$ cat config.mk
export PLATFORM = sky130hd
export DESIGN_NAME = dual_stepper_ctrl
export DESIGN_NICKNAME = d
export VERILOG_FILES = /design/src/rtl/stepctl_pkg.sv /design/src/rtl/stepctl_decode.sv /design/src/rtl/step_axis.sv /design/src/rtl/dual_stepper_ctrl.sv
export SDC_FILE = /design/constraint.sdc
export NUM_CORES = 1
export LEC_CHECK = 0
export CAP_MARGIN = 20
export CORE_ASPECT_RATIO = 1.4
export CORE_MARGIN = 2
export CORE_UTILIZATION = 34
export DETAILED_ROUTE_END_ITERATION = 8
export DONT_BUFFER_PORTS = 1
export PLACE_DENSITY_LB_ADDON = 0.12
export REMOVE_ABC_BUFFERS = 1
export SLEW_MARGIN = 30
export SYNTH_ARGS = -nofsm -noshare
export SYNTH_HDL_FRONTEND = slang
export SYNTH_SLANG_ARGS = --single-unit
$ cat constraint.sdc
create_clock -name clk -period 3.4 [get_ports clk]
set_clock_uncertainty 0.15 [all_clocks]
set_input_delay 0.51 -clock clk [delete_from_list [all_inputs] [get_ports clk]]
set_output_delay 0.51 -clock clk [all_outputs]
set_load 0.01 [all_outputs]
$ cat src/rtl/stepctl_pkg.sv
package stepctl_pkg;
  localparam int ANG_W  = 8;
  localparam int NUM_AX = 2;

  typedef enum logic [1:0] {AX_IDLE, AX_SETTLE, AX_RUN} ax_state_t;

  // limit a requested angle to the travel range
  function automatic logic [ANG_W-1:0] clamp_angle(input logic [ANG_W-1:0] req,
                                                   input logic [ANG_W-1:0] lim);
    return (req > lim) ? lim : req;
  endfunction

  // one degree along the chosen direction
  function automatic logic [ANG_W-1:0] step_next(input logic [ANG_W-1:0] cur,
                                                 input logic up);
    return up ? cur + 1'b1 : cur - 1'b1;
  endfunction
endpackage

$ cat src/rtl/stepctl_decode.sv
module stepctl_decode
  import stepctl_pkg::*;
#(
  parameter logic [ANG_W-1:0] MAX_ANG  = 8'd120,
  parameter logic [ANG_W-1:0] HOME_ANG = 8'd60
) (
  input  logic                          wr,
  input  logic [ANG_W:0]                data,
  input  logic                          home,
  output logic [NUM_AX-1:0]             load,
  output logic [NUM_AX-1:0][ANG_W-1:0]  load_val
);
  logic [ANG_W-1:0] limited;
  assign limited = clamp_angle(data[ANG_W-1:0], MAX_ANG);

  for (genvar i = 0; i < NUM_AX; i++) begin : g_sel
    assign load[i]     = home | (wr & (data[ANG_W] == 1'(i)));
    assign load_val[i] = home ? HOME_ANG : limited;
  end
endmodule

$ cat src/rtl/step_axis.sv
module step_axis
  import stepctl_pkg::*;
#(
  parameter int               HALF_DIV = 4,
  parameter logic [ANG_W-1:0] HOME_ANG = 8'd60
) (
  input  logic             clk,
  input  logic             rst_n,
  input  logic             load,
  input  logic [ANG_W-1:0] load_val,
  output logic             step,
  output logic             dir,
  output logic             busy,
  output logic [ANG_W-1:0] cur,
  output logic [ANG_W-1:0] tgt,
  output logic             pulse_done
);
  localparam int PERIOD = 2 * HALF_DIV;
  localparam int CW     = $clog2(PERIOD + 1);

  ax_state_t        st;
  logic [CW-1:0]    cnt;
  logic [ANG_W-1:0] tgt_q, cur_q;
  logic             dir_q;

  logic want_up, at_tgt, cnt_end, half_end;
  assign want_up  = tgt_q > cur_q;
  assign at_tgt   = tgt_q == cur_q;
  assign cnt_end  = cnt == CW'(PERIOD - 1);
  assign half_end = cnt == CW'(HALF_DIV - 1);

  assign pulse_done = (st == AX_RUN) && half_end;

  always_ff @(posedge clk or negedge rst_n) begin
    if (!rst_n) tgt_q <= HOME_ANG;
    else if (load) tgt_q <= load_val;
  end

  always_ff @(posedge clk or negedge rst_n) begin
    if (!rst_n) begin
      st    <= AX_IDLE;
      cnt   <= '0;
      cur_q <= HOME_ANG;
      dir_q <= 1'b0;
    end else begin
      unique case (st)
        AX_IDLE: begin
          cnt <= '0;
          if (!at_tgt) begin
            dir_q <= want_up;
            st    <= AX_SETTLE;
          end
        end
        AX_SETTLE: begin
          if (cnt_end) begin
            cnt <= '0;
            if (at_tgt) st <= AX_IDLE;
            else if (want_up != dir_q) dir_q <= want_up;  // settle again
            else st <= AX_RUN;
          end else begin
            cnt <= cnt + 1'b1;
          end
        end
        AX_RUN: begin
          if (pulse_done) cur_q <= step_next(cur_q, dir_q);
          if (cnt_end) begin
            cnt <= '0;
            if (at_tgt) st <= AX_IDLE;
            else if (want_up != dir_q) begin
              dir_q <= want_up;
              st    <= AX_SETTLE;
            end
          end else begin
            cnt <= cnt + 1'b1;
          end
        end
        default: st <= AX_IDLE;
      endcase
    end
  end

  assign step = (st == AX_RUN) && (cnt < CW'(HALF_DIV));
  assign dir  = dir_q;
  assign busy = !at_tgt;
  assign cur  = cur_q;
  assign tgt  = tgt_q;
endmodule

$ cat src/rtl/dual_stepper_ctrl.sv
module dual_stepper_ctrl
  import stepctl_pkg::*;
#(
  parameter int               HALF_DIV = 4,
  parameter logic [ANG_W-1:0] MAX_ANG  = 8'd120,
  parameter logic [ANG_W-1:0] HOME_ANG = 8'd60
) (
  input  logic                 clk,
  input  logic                 rst_n,
  input  logic                 cmd_wr,
  input  logic [ANG_W:0]       cmd_data,
  input  logic                 home_req,
  output logic [NUM_AX-1:0]    step_o,
  output logic [NUM_AX-1:0]    dir_o,
  output logic                 drv_en,
  output logic [NUM_AX-1:0]    busy_o
);
  logic [NUM_AX-1:0]            load_w;
  logic [NUM_AX-1:0][ANG_W-1:0] load_val_w;
  logic [NUM_AX-1:0][ANG_W-1:0] cur_w, tgt_w;
  logic [NUM_AX-1:0]            pulse_done_w;

  stepctl_decode #(.MAX_ANG(MAX_ANG), .HOME_ANG(HOME_ANG)) u_dec (
    .wr(cmd_wr), .data(cmd_data), .home(home_req),
    .load(load_w), .load_val(load_val_w)
  );

  for (genvar i = 0; i < NUM_AX; i++) begin : g_ax
    step_axis #(.HALF_DIV(HALF_DIV), .HOME_ANG(HOME_ANG)) u_ax (
      .clk(clk), .rst_n(rst_n),
      .load(load_w[i]), .load_val(load_val_w[i]),
      .step(step_o[i]), .dir(dir_o[i]), .busy(busy_o[i]),
      .cur(cur_w[i]), .tgt(tgt_w[i]), .pulse_done(pulse_done_w[i])
    );
  end

  assign drv_en = |busy_o;
endmodule

# Word-level counts from Yosys, hierarchy flattened
# Index checks and enable logic that the tools add are counted.
# classes
n_bitwise	5
addsub	6
n_lt_le_gt_ge	5
muxes	34
n_eq_ne	28
n_reduce_logical	19
# ops
op	count
8-bit two-way mux	4
2-bit two-way mux	14
5-bit AND reduction	4
8-bit by 1-bit adder with 8-bit output (second input constant)	2
8-bit == test	2
8-bit > comparator	2
2-bit by 1-bit != test with 1-bit output (second input constant)	8
4-bit case mux with 2 select lines	2
8-bit by 1-bit subtractor with 8-bit output (second input constant)	2
2-bit case mux with 3 select lines	2
4-bit by 1-bit adder with 4-bit output (second input constant)	2
4-bit by 2-bit == test with 1-bit output (second input constant)	2
4-bit by 3-bit == test with 1-bit output (second input constant)	2
8-bit by 7-bit > comparator with 1-bit output (second input constant)	1
4-bit by 3-bit < comparator with 1-bit output (second input constant)	2
1-bit two-way mux	8
4-bit two-way mux	2
2-bit != test (second input constant)	4
3-bit by 1-bit != test with 1-bit output (second input constant)	2
3-bit by 2-bit != test with 1-bit output (second input constant)	2
2-bit OR reduction	3
2-bit by 1-bit == test with 1-bit output (second input constant)	2
2-bit == test (second input constant)	2
1-bit logical AND	4
9 further kinds	17
# totals
output_inout_bits	7
inputBits	13
word_cells	107
reg_bits	46

# Logic depth before layout (Yosys ltp)
# Gate-level depths: netlist of the first run.
# depth
word_depth	6
mapped_depth	9
depth_no_buf	9

# Cells and area by module
# From an unflattened synthesis of the first run, not the netlist that was laid out.
# hier_totals
hier_cells	353
hier_area_um2	3278.1
# modules_own_cells
mod	cells_each	area_per_inst_um2	instances
step_axis	164	1559.0	2
stepctl_decode	24	153.9	1
dual_stepper_ctrl	1	6.3	1

# Worst setup path before layout of the first run
# OpenSTA, ideal clock, no wires.
# synth_timing
kind	register -> register
start	reg g_ax[1].u_ax.cur_q[5]
end	reg g_ax[1].u_ax.st[0]
setup_slack_ns	0.968
period_less_slack_ns	2.432
setup_ns	0.125
n_path_buf	0
stages_incl_launch_ff	9
t_arrival_ns	2.157
cell_sequence	dfstp_2 inv_1 ha_1 and4_2 and3_1 a311oi_1 nand3_1 o211ai_2 mux2_4
# synth_between
elab_chain_cells	4
word_cells_on_any_way	12
cone_classes	1 x order compare; 5 x eq/ne; 5 x mux; 1 x reduce/logical
# synth_lines
element	line	rtl
start: declaration	step_axis.sv:23	logic [ANG_W-1:0] tgt_q, cur_q;
start signal: assignment	step_axis.sv:65	if (pulse_done) cur_q <= step_next(cur_q, dir_q);
8-bit > comparator / 8-bit == test (equally long branches)	step_axis.sv:27, step_axis.sv:28	
1-bit != test (tied with other cells)	step_axis.sv:58, step_axis.sv:69	
3-bit by 1-bit != test with 1-bit output (no source line) (tied with other cells)	n/a	
5-bit AND reduction (no source line) / 2-bit case mux with 3 select lines (equally long branches)	n/a	
end signal: assignment	step_axis.sv:57	if (at_tgt) st <= AX_IDLE;
end signal: assignment	step_axis.sv:59	else st <= AX_RUN;
end signal: assignment	step_axis.sv:71	st <= AX_SETTLE;
end: declaration	step_axis.sv:21	ax_state_t st;
# Parallel ways exist; a longest one is shown, timed or not. The select of a mux whose other input is x is not followed.
# A chain may end at the register's enable or synchronous reset.

# Worst setup path in the final report of the first run
# Same ends and word-level chain as after synthesis.

==> results summary, run 1 <==
The die area came out at about 10000 µm². In this run, the number of DRC markers left after iteration 0 of detailed routing was just over 40. The class of the most critical hold timing path is primary input to flop.

The first global-routing pass estimated 12000 µm of wire. The cell count after placement came out at 449. The total routed wirelength is 6930 µm. The worst hold path stage count came out at 1. The number of antenna diodes in the final layout is 0.

The floorplan has 42 rows. Clock latency on the worst-skew pair, taken at its later pin, is 0.29 ns. The via count of the first global-routing pass is 2484. The fraction of final layout cells sized beyond drive strength 1 came out at around 11%. The tree is rooted in a clkbuf_16. Detailed placement ended at an HPWL of 5300 µm. The library cell used most frequently in the layout, excluding fill and tap cells, is ha_1. The flow ran to the end, and the final reports show no timing, DRC or antenna violations. After synthesis the netlist holds a flip-flop and latch count of 46.

The relative max-transition margin came out at just over 60%. The number of cell instances on the worst register-to-register path came out at 8. The clock transition at the register clock pins on the worst setup and hold paths after CTS came out at ~0.07 ns. Yosys printed 0 warnings.

The final hold violation count came out at 0. The mean cell area of the mapped netlist is 9.16 µm². The total via count in the routed design is 2393.

The largest single stage delay on the critical path is between 0.5 and 0.6 ns. The netlist area before placement came out at around 3200 µm². The count of placed standard cells in the final layout, fillers left out came out at 459. The count of antenna-violating nets left after detailed routing is 0.

The die span in x came out at 86.3 µm. The congestion estimate from routability-driven global placement came to 0.792. For this design the ratio of total power to cell area is 554 nW/µm². After synthesis, the cell types taking the most area are dfrtp_1 23%, ha_1 15%, dfstp_2 13%, a21oi_1 4.5%, nand2_1 4.1%.

The initial antenna violation count is 0. The number of instances in the synthesized netlist is 352. The number of max-capacitance violations reported came out at 0. The deepest clock path buffer count came out at 2. The biggest area contributor in the post-synthesis netlist is dfrtp_1. The number of top-level pins came out at 20.

For this run, the total global-route usage over all layers was measured as 14.9%. The number of synthesized flops with an enable pin came out at 0. The hold slack is 0.126 ns. The quantity of I/O buffers inserted on ports is 0. Clock tree synthesis found a total of 46 sinks. The share of synthesized flip-flops with an asynchronous set or reset is 100%. For the pin with the worst max-slew slack, the measured transition is 0.557 ns.

The die height is 119 µm. The final cell utilization of the core came out at 37.2%. The number of DRC violations after detailed routing is 0. The maximum net fanout on the critical path is 3.

The number of gates resized after CTS was 0. The number of detailed-routing iterations run before antenna repair is 4. The synthesized design devotes to its leading area cell type 23.3% of total area. The pin count of the biggest net entering global routing came out at 47. Walking the worst path, the cells encountered are inv_1 -> ha_1 -> nand4_1 -> a2111oi_0 -> a311oi_1 -> a31o_1 -> o211ai_2 -> mux2_4. The worst setup path is launched from a flop.

The worst path uses around 79% of the clock period. Setup violations remaining at the end of the flow were counted as 0. The clock buffer count from CTS is 5. The total negative slack for setup checks is 0 ns. The worst-case IR drop observed on VDD is 0.000177 V. Overall power consumption after layout is estimated at 1.93 mW. The critical path arrival is 2.71 ns. The synthesized netlist contains 43 unique library cells.

The routed wirelength normalized by instance count is 15.1 µm. The total number of nets in the final design is 401. For this design, the slowest cell found on the critical path is a2111oi_0.

In the layout the commonest cells are 38 x ha_1, 35 x nand2_1, 34 x nor2_1. By startpoint and endpoint, the worst setup path is classified as flop to flop. The post-CTS setup buffer count is 0.

The region available for standard cell placement spans a little over 9000 µm². The static leakage is about 1.5 nW. The total overflow left after global routing is 0.

The maximum clock frequency is 372 MHz. The share of synthesized area occupied by flip-flops and latches is 36.3%. TritonCTS built the clock tree. The data required time of the critical path is 3.43 ns. The worst setup path is captured at a flop.

The growth of design area from synthesis to finish came out at 7.92%. The final number of max-transition violations is 0. Setup repair after global routing left no endpoint under its margin. For this design, the CTS-stage hold fixing added 2 buffers. The starting density of the core is 34.5%. The CTS H-tree depth is 2. Using the TritonRoute via totals, the vias-per-cell ratio works out to 5.21. The leading register cell type out of synthesis is dfrtp_1.

After layout, the minimum clock period comes to 2.69 ns.
[cells by family (layout without fill, tap and decap cells)]
family	count (synthesis)	count (layout)	synth area share (%)
buffers and inverters	41	38	5.47
xor gates and xnor gates	16	16	4.35
adders and majority gates	40	40	16.0
and+or+nand+nor	105	105	15.7
AOI/OAI and AO/OA	99	99	20.2
DFF	46	46	36.3
muxes	5	5	1.98
[routing by layer]
metal | wire (µm) | part of all wire, % | vias to the layer above | global-route usage, %
met2 | 3800 | 55 | 18 | 27.7
met1 | 2850 | 41 | 1131 | 16.5
met3 | 149 | 2.2 | 9 | 2.70
met5 | 0 | 0 | - | 0
met4 | 129 | 1.9 | 0 | 5.27
li1 | - | - | 1235 | -
[synth_stat cells, types with 4 or more instances]
cell type / count
a211o_1: 8
a21o_1: 7
a21oi_1: 29
a21oi_2: 4
a32o_1: 4
buf_4: 6
clkbuf_1: 7
dfrtp_1: 30
dfstp_2: 16
ha_1: 38
inv_1: 28
nand2_1: 35
nand2b_1: 5
nand3_1: 7
nand4_1: 6
nor2_1: 34
o21ai_0: 24
o21bai_1: 4
xnor2_1: 8
xor2_1: 8
[final timing paths]
| kind | end | slack, ns | startpoint |
|---|---|---|---|
| worst min-delay path | g_ax[0].u_ax.tgt[0] | 0.13 | home_req |
| worst max-delay path | g_ax[1].u_ax.st[0] | 0.71 | g_ax[1].u_ax.cur[5] |
| max in group asynchronous | g_ax[0].u_ax.cur[5] | 2.25 | rst_n |
| worst max register to register | g_ax[1].u_ax.st[0] | 0.71 | g_ax[1].u_ax.cur[5] |
| worst min register to register | g_ax[1].u_ax.cur[5] | 0.34 | g_ax[1].u_ax.cur[5] |
| min in group asynchronous | g_ax[0].u_ax.cur[6] | 0.58 | rst_n |
[per-stage QoR]
stage	cell area, µm²	worst slack (ns)
after global routing	3480	0.519
after global placement	3290	0.716
after CTS	3480	0.697
after detailed placement	3290	0.700
after floorplan	3150	0.968
final	3480	0.713
[registers in the layout, indices dropped and copies added, names as in the netlist]
name and cells:
g_ax.u_ax.cnt 8, g_ax.u_ax.cur 16, g_ax.u_ax.dir 2, g_ax.u_ax.st 4
g_ax.u_ax.tgt 16
[where the power goes]
group | switching [mW] | leakage (nW) | internal, mW
combinational | 0.392 | 0.899 | 0.303
sequential | 0.0929 | 0.568 | 0.631
clock | 0.216 | 0.0729 | 0.291
[critical path: cells and delay by family, from the launching register on]
| family | cells | cell delay, ns |
|---|---|---|
| adders and majority gates | 1 | 0.31 |
| muxes | 1 | 0.31 |
| DFF | 1 | 0.54 |
| and+or+nand+nor | 1 | 0.17 |
| AOI/OAI and AO/OA | 4 | 1.05 |
| buffers and inverters | 1 | 0.04 |
[area by class of cell]
class / count / area (µm²)
multi-input cells: 265 / 1880
flip-flops and latches: 46 / 1170
repair buffers: 2 / 37.5
clock buffers: 6 / 139
well taps: 110 / 138
inverters: 28 / 105
fillers: 976 / 5880
clock inverters: 2 / 12.5
(Power assumes the default switching activity.)
==> inputs of run 2 (changes only) <==
Clock period 3.4 ns to 2.4 ns, I/O delays scaled along.
==> run 2 against run 1 <==
The flow now finishes with violations (setup timing). Combinational power rose by 78%. Critical path type unchanged. Final area rose by 15%. Power rose by 52%. Worst hold slack got worse by 0.11 ns. Critical path depth did not move.
==> results summary, run 2 (synthesis results as in run 1) <==
The area of the multi-input gates is 2090 µm² (was 1880 µm²). The placeable core region is 9350 µm² (unchanged). The static leakage is 1.78 nW (was 1.54 nW). The maximum resistive drop on vdd is 0.000304 V (was 0.000177 V). The final hold violation count is 0 (unchanged). The pin count of the biggest net entering global routing was 47 (unchanged). The deepest clock path buffer count came out at 2 (unchanged). The instance area after placement is 3540 µm² (was 3290 µm²). The die height was 119 µm (unchanged). The placed wire-length estimate after detailed placement came to 5480 µm (was 5300 µm). The maximum net fanout on the critical path was 2 (was 3). The count of antenna diodes in the layout was 0 (unchanged). The worst-margin pin slew came out at 0.510 ns (was 0.557 ns).

The count of antenna-violating nets left after detailed routing is 0 (unchanged). The clock tree from TritonCTS was done (unchanged). The count of standard-cell rows came out at 42 (unchanged). The cell count after placement is 482 (was 449). Unrepaired setup endpoints after global routing: yes (was no).

The final non-filler cell area came out at 4010 µm² (was 3480 µm²). The total number of nets in the final design came to 443 (was 401). The quantity of I/O buffers inserted on ports is 0 (unchanged). The global-route wire length before repair is 13200 µm (was 12000 µm).

The total power divided by cell area came out at 730 nW/µm² (was 554 nW/µm²). The growth of design area from synthesis to finish came out at 24.3% (was 7.92%). The routed wirelength normalized by instance count is 14.8 µm (was 15.1 µm). The number of detailed-routing iterations run before antenna repair is 4 (unchanged).

The overall power after layout is 2.92 mW (was 1.93 mW). The start-to-end type of the worst setup path is flop to flop (unchanged). The maximum clock frequency is 411 MHz (was 372 MHz). The post-detailed-route via-to-cell ratio came out at 5.20 (was 5.21). The number of top-level pins came out at 20 (unchanged). The critical path arrival came out at 2.46 ns (was 2.71 ns). The launching element type of the critical path was a flop (unchanged).

The clock transition at the register clock pins on the worst setup and hold paths after CTS is 0.07 ns (about the same). The number of design-rule violations left by the first detailed-router iteration is 136 (was 41). The total of endpoints with negative setup slack in the final report came out at 2 (was 0).

The routability congestion estimate from global placement is 0.826 (was 0.792). The critical path capture point type is a flop (unchanged). The cell at the root of the clock tree is clkbuf_16 (unchanged). The final global-route overflow total is 0 (unchanged).

The count of placed standard cells in the final layout, fillers left out is 501 (was 459). The relative max-transition margin was 65.9% (was 61.9%). The most common library cell in the layout ignoring fill and taps was buf_4 (was ha_1).

The starting density of the core is 34.5% (unchanged). The clock sink count came out at 46 (unchanged). The register area is 1170 µm² (unchanged). The data required time of the critical path is 2.43 ns (was 3.43 ns). The total via count in the routed design came out at 2606 (was 2393). Leading cell types in the layout, fill and taps excluded: 38 x buf_4, 34 x nand2_1, 32 x ha_1 (was 38 x ha_1, 35 x nand2_1, 34 x nor2_1). The fraction of final layout cells sized beyond drive strength 1 was 28.4% (was 11.2%). The combined global-route utilization of all metal layers was 16.3% (was 14.9%). Run status: finished with violations (was finished clean).

The share of the clock period used by the worst path after layout is 101% (was 79.0%). The number of max-capacitance violations reported is 0 (unchanged). The clock latency on the worst-skew pair is 0.29 ns (about the same). The final number of max-transition violations came out at 0 (unchanged). The initial antenna violation count is 0 (unchanged). The total routed wirelength came out at 7400 µm (was 6930 µm). The die span in x came out at 86.3 µm (unchanged). The die area came out at 10300 µm² (unchanged).

The clock buffer count from CTS came to 5 (unchanged). The shortest period the worst path allows was 2.43 ns (was 2.69 ns). The via count of the first global-routing pass came out at 2813 (was 2484). The checks that failed: setup timing.

The worst setup slack after layout came out at -0.0315 ns (was 0.713 ns). The CTS H-tree depth came out at 2 (unchanged). The number of DRC violations after detailed routing came out at 0 (unchanged). The fill cell instance count of the final layout was 926 (was 976). The class of the most critical hold timing path is primary input to flop (unchanged).
==> run 2: path summary, 6_finish.rpt <==
| kind | startpoint | end | slack, ns | cells after the start |
|---|---|---|---|---|
| setup / recovery | g_ax[1].u_ax.cur[2] | g_ax[1].u_ax.st[0] | -0.03 | 8 |
| hold / removal | home_req | g_ax[0].u_ax.tgt[2] | 0.01 | 1 |
| setup reg to reg | g_ax[1].u_ax.cur[2] | g_ax[1].u_ax.st[0] | -0.03 | 8 |
| hold reg to reg | g_ax[1].u_ax.cur[6] | g_ax[1].u_ax.cur[6] | 0.37 | 2 |
| max in group asynchronous | rst_n | g_ax[1].u_ax.cur[5] | 1.38 | 2 |
| min in group asynchronous | rst_n | g_ax[0].u_ax.cur[6] | 0.43 | 2 |
==> run 2: final cells by class <==
| class | instances | area share [%] |
|---|---|---|
| clock inverters | 2 | 0.250 |
| repair buffers | 44 | 9.15 |
| flip-flops and latches | 46 | 29.2 |
| multi-input cells | 265 | 52.0 |
| well taps | 110 | 3.43 |
| inverters | 28 | 2.68 |
| clock buffers | 6 | 3.22 |
==> run 2: where the power goes <==
part | switching [mW] | internal [mW] | leakage [nW] | total [mW]
clock network | 0.304 | 0.383 | 0.0706 | 0.688
registers | 0.0983 | 0.895 | 0.568 | 0.993
logic | 0.666 | 0.577 | 1.14 | 1.24
total | 1.07 | 1.85 | 1.78 | 2.92
==> run 2: timing repair <==
action | 4_1_cts | 5_1_grt
endpoints found under the hold margin | 53 | 0
pin swaps | 10 | 8
endpoints found under the setup margin | 7 | 10
gates resized for setup | 27 | 22
hold buffers | 3 | 0
buffers inserted | 3 | 5
cloned | 0 | 0
==> run 2: worst max-delay path, stage by stage, from the launching register on <==
cell and delay [ns]:
dfstp_2 0.53, inv_1 0.08, ha_4 0.26, o21ai_4 0.18, a21oi_1 0.08, or4_4 0.43
a31o_1 0.23, o211ai_2 0.08, mux2_4 0.31
==> run 2: per-layer routing <==
metal	share of wire [%]	global-route usage, %	vias to the layer above	routed length [µm]
li1	-	-	1318	-
met4	1.9	6.15	0	137
met3	1.7	2.70	10	126
met1	40	17.5	1258	2970
met5	0	0	-	0
met2	56	31.0	20	4170
==> run 2: metrics by stage <==
stage / setup WS (ns) / hold slack, ns / setup TNS (ns) / util, %
2_1_floorplan: -0.0318 / -0.0856 / -0.0475 / -
3_3_place_gp: -0.129 / -0.0844 / -0.355 / 37.8
3_5_place_dp: -0.215 / -0.0840 / -0.582 / 37.8
4_1_cts: -0.0405 / 0.00638 / -0.0657 / 41.6
5_1_grt: -0.0915 / 0.0105 / -0.285 / 42.8
6_report: -0.0315 / 0.0142 / -0.0513 / 42.8
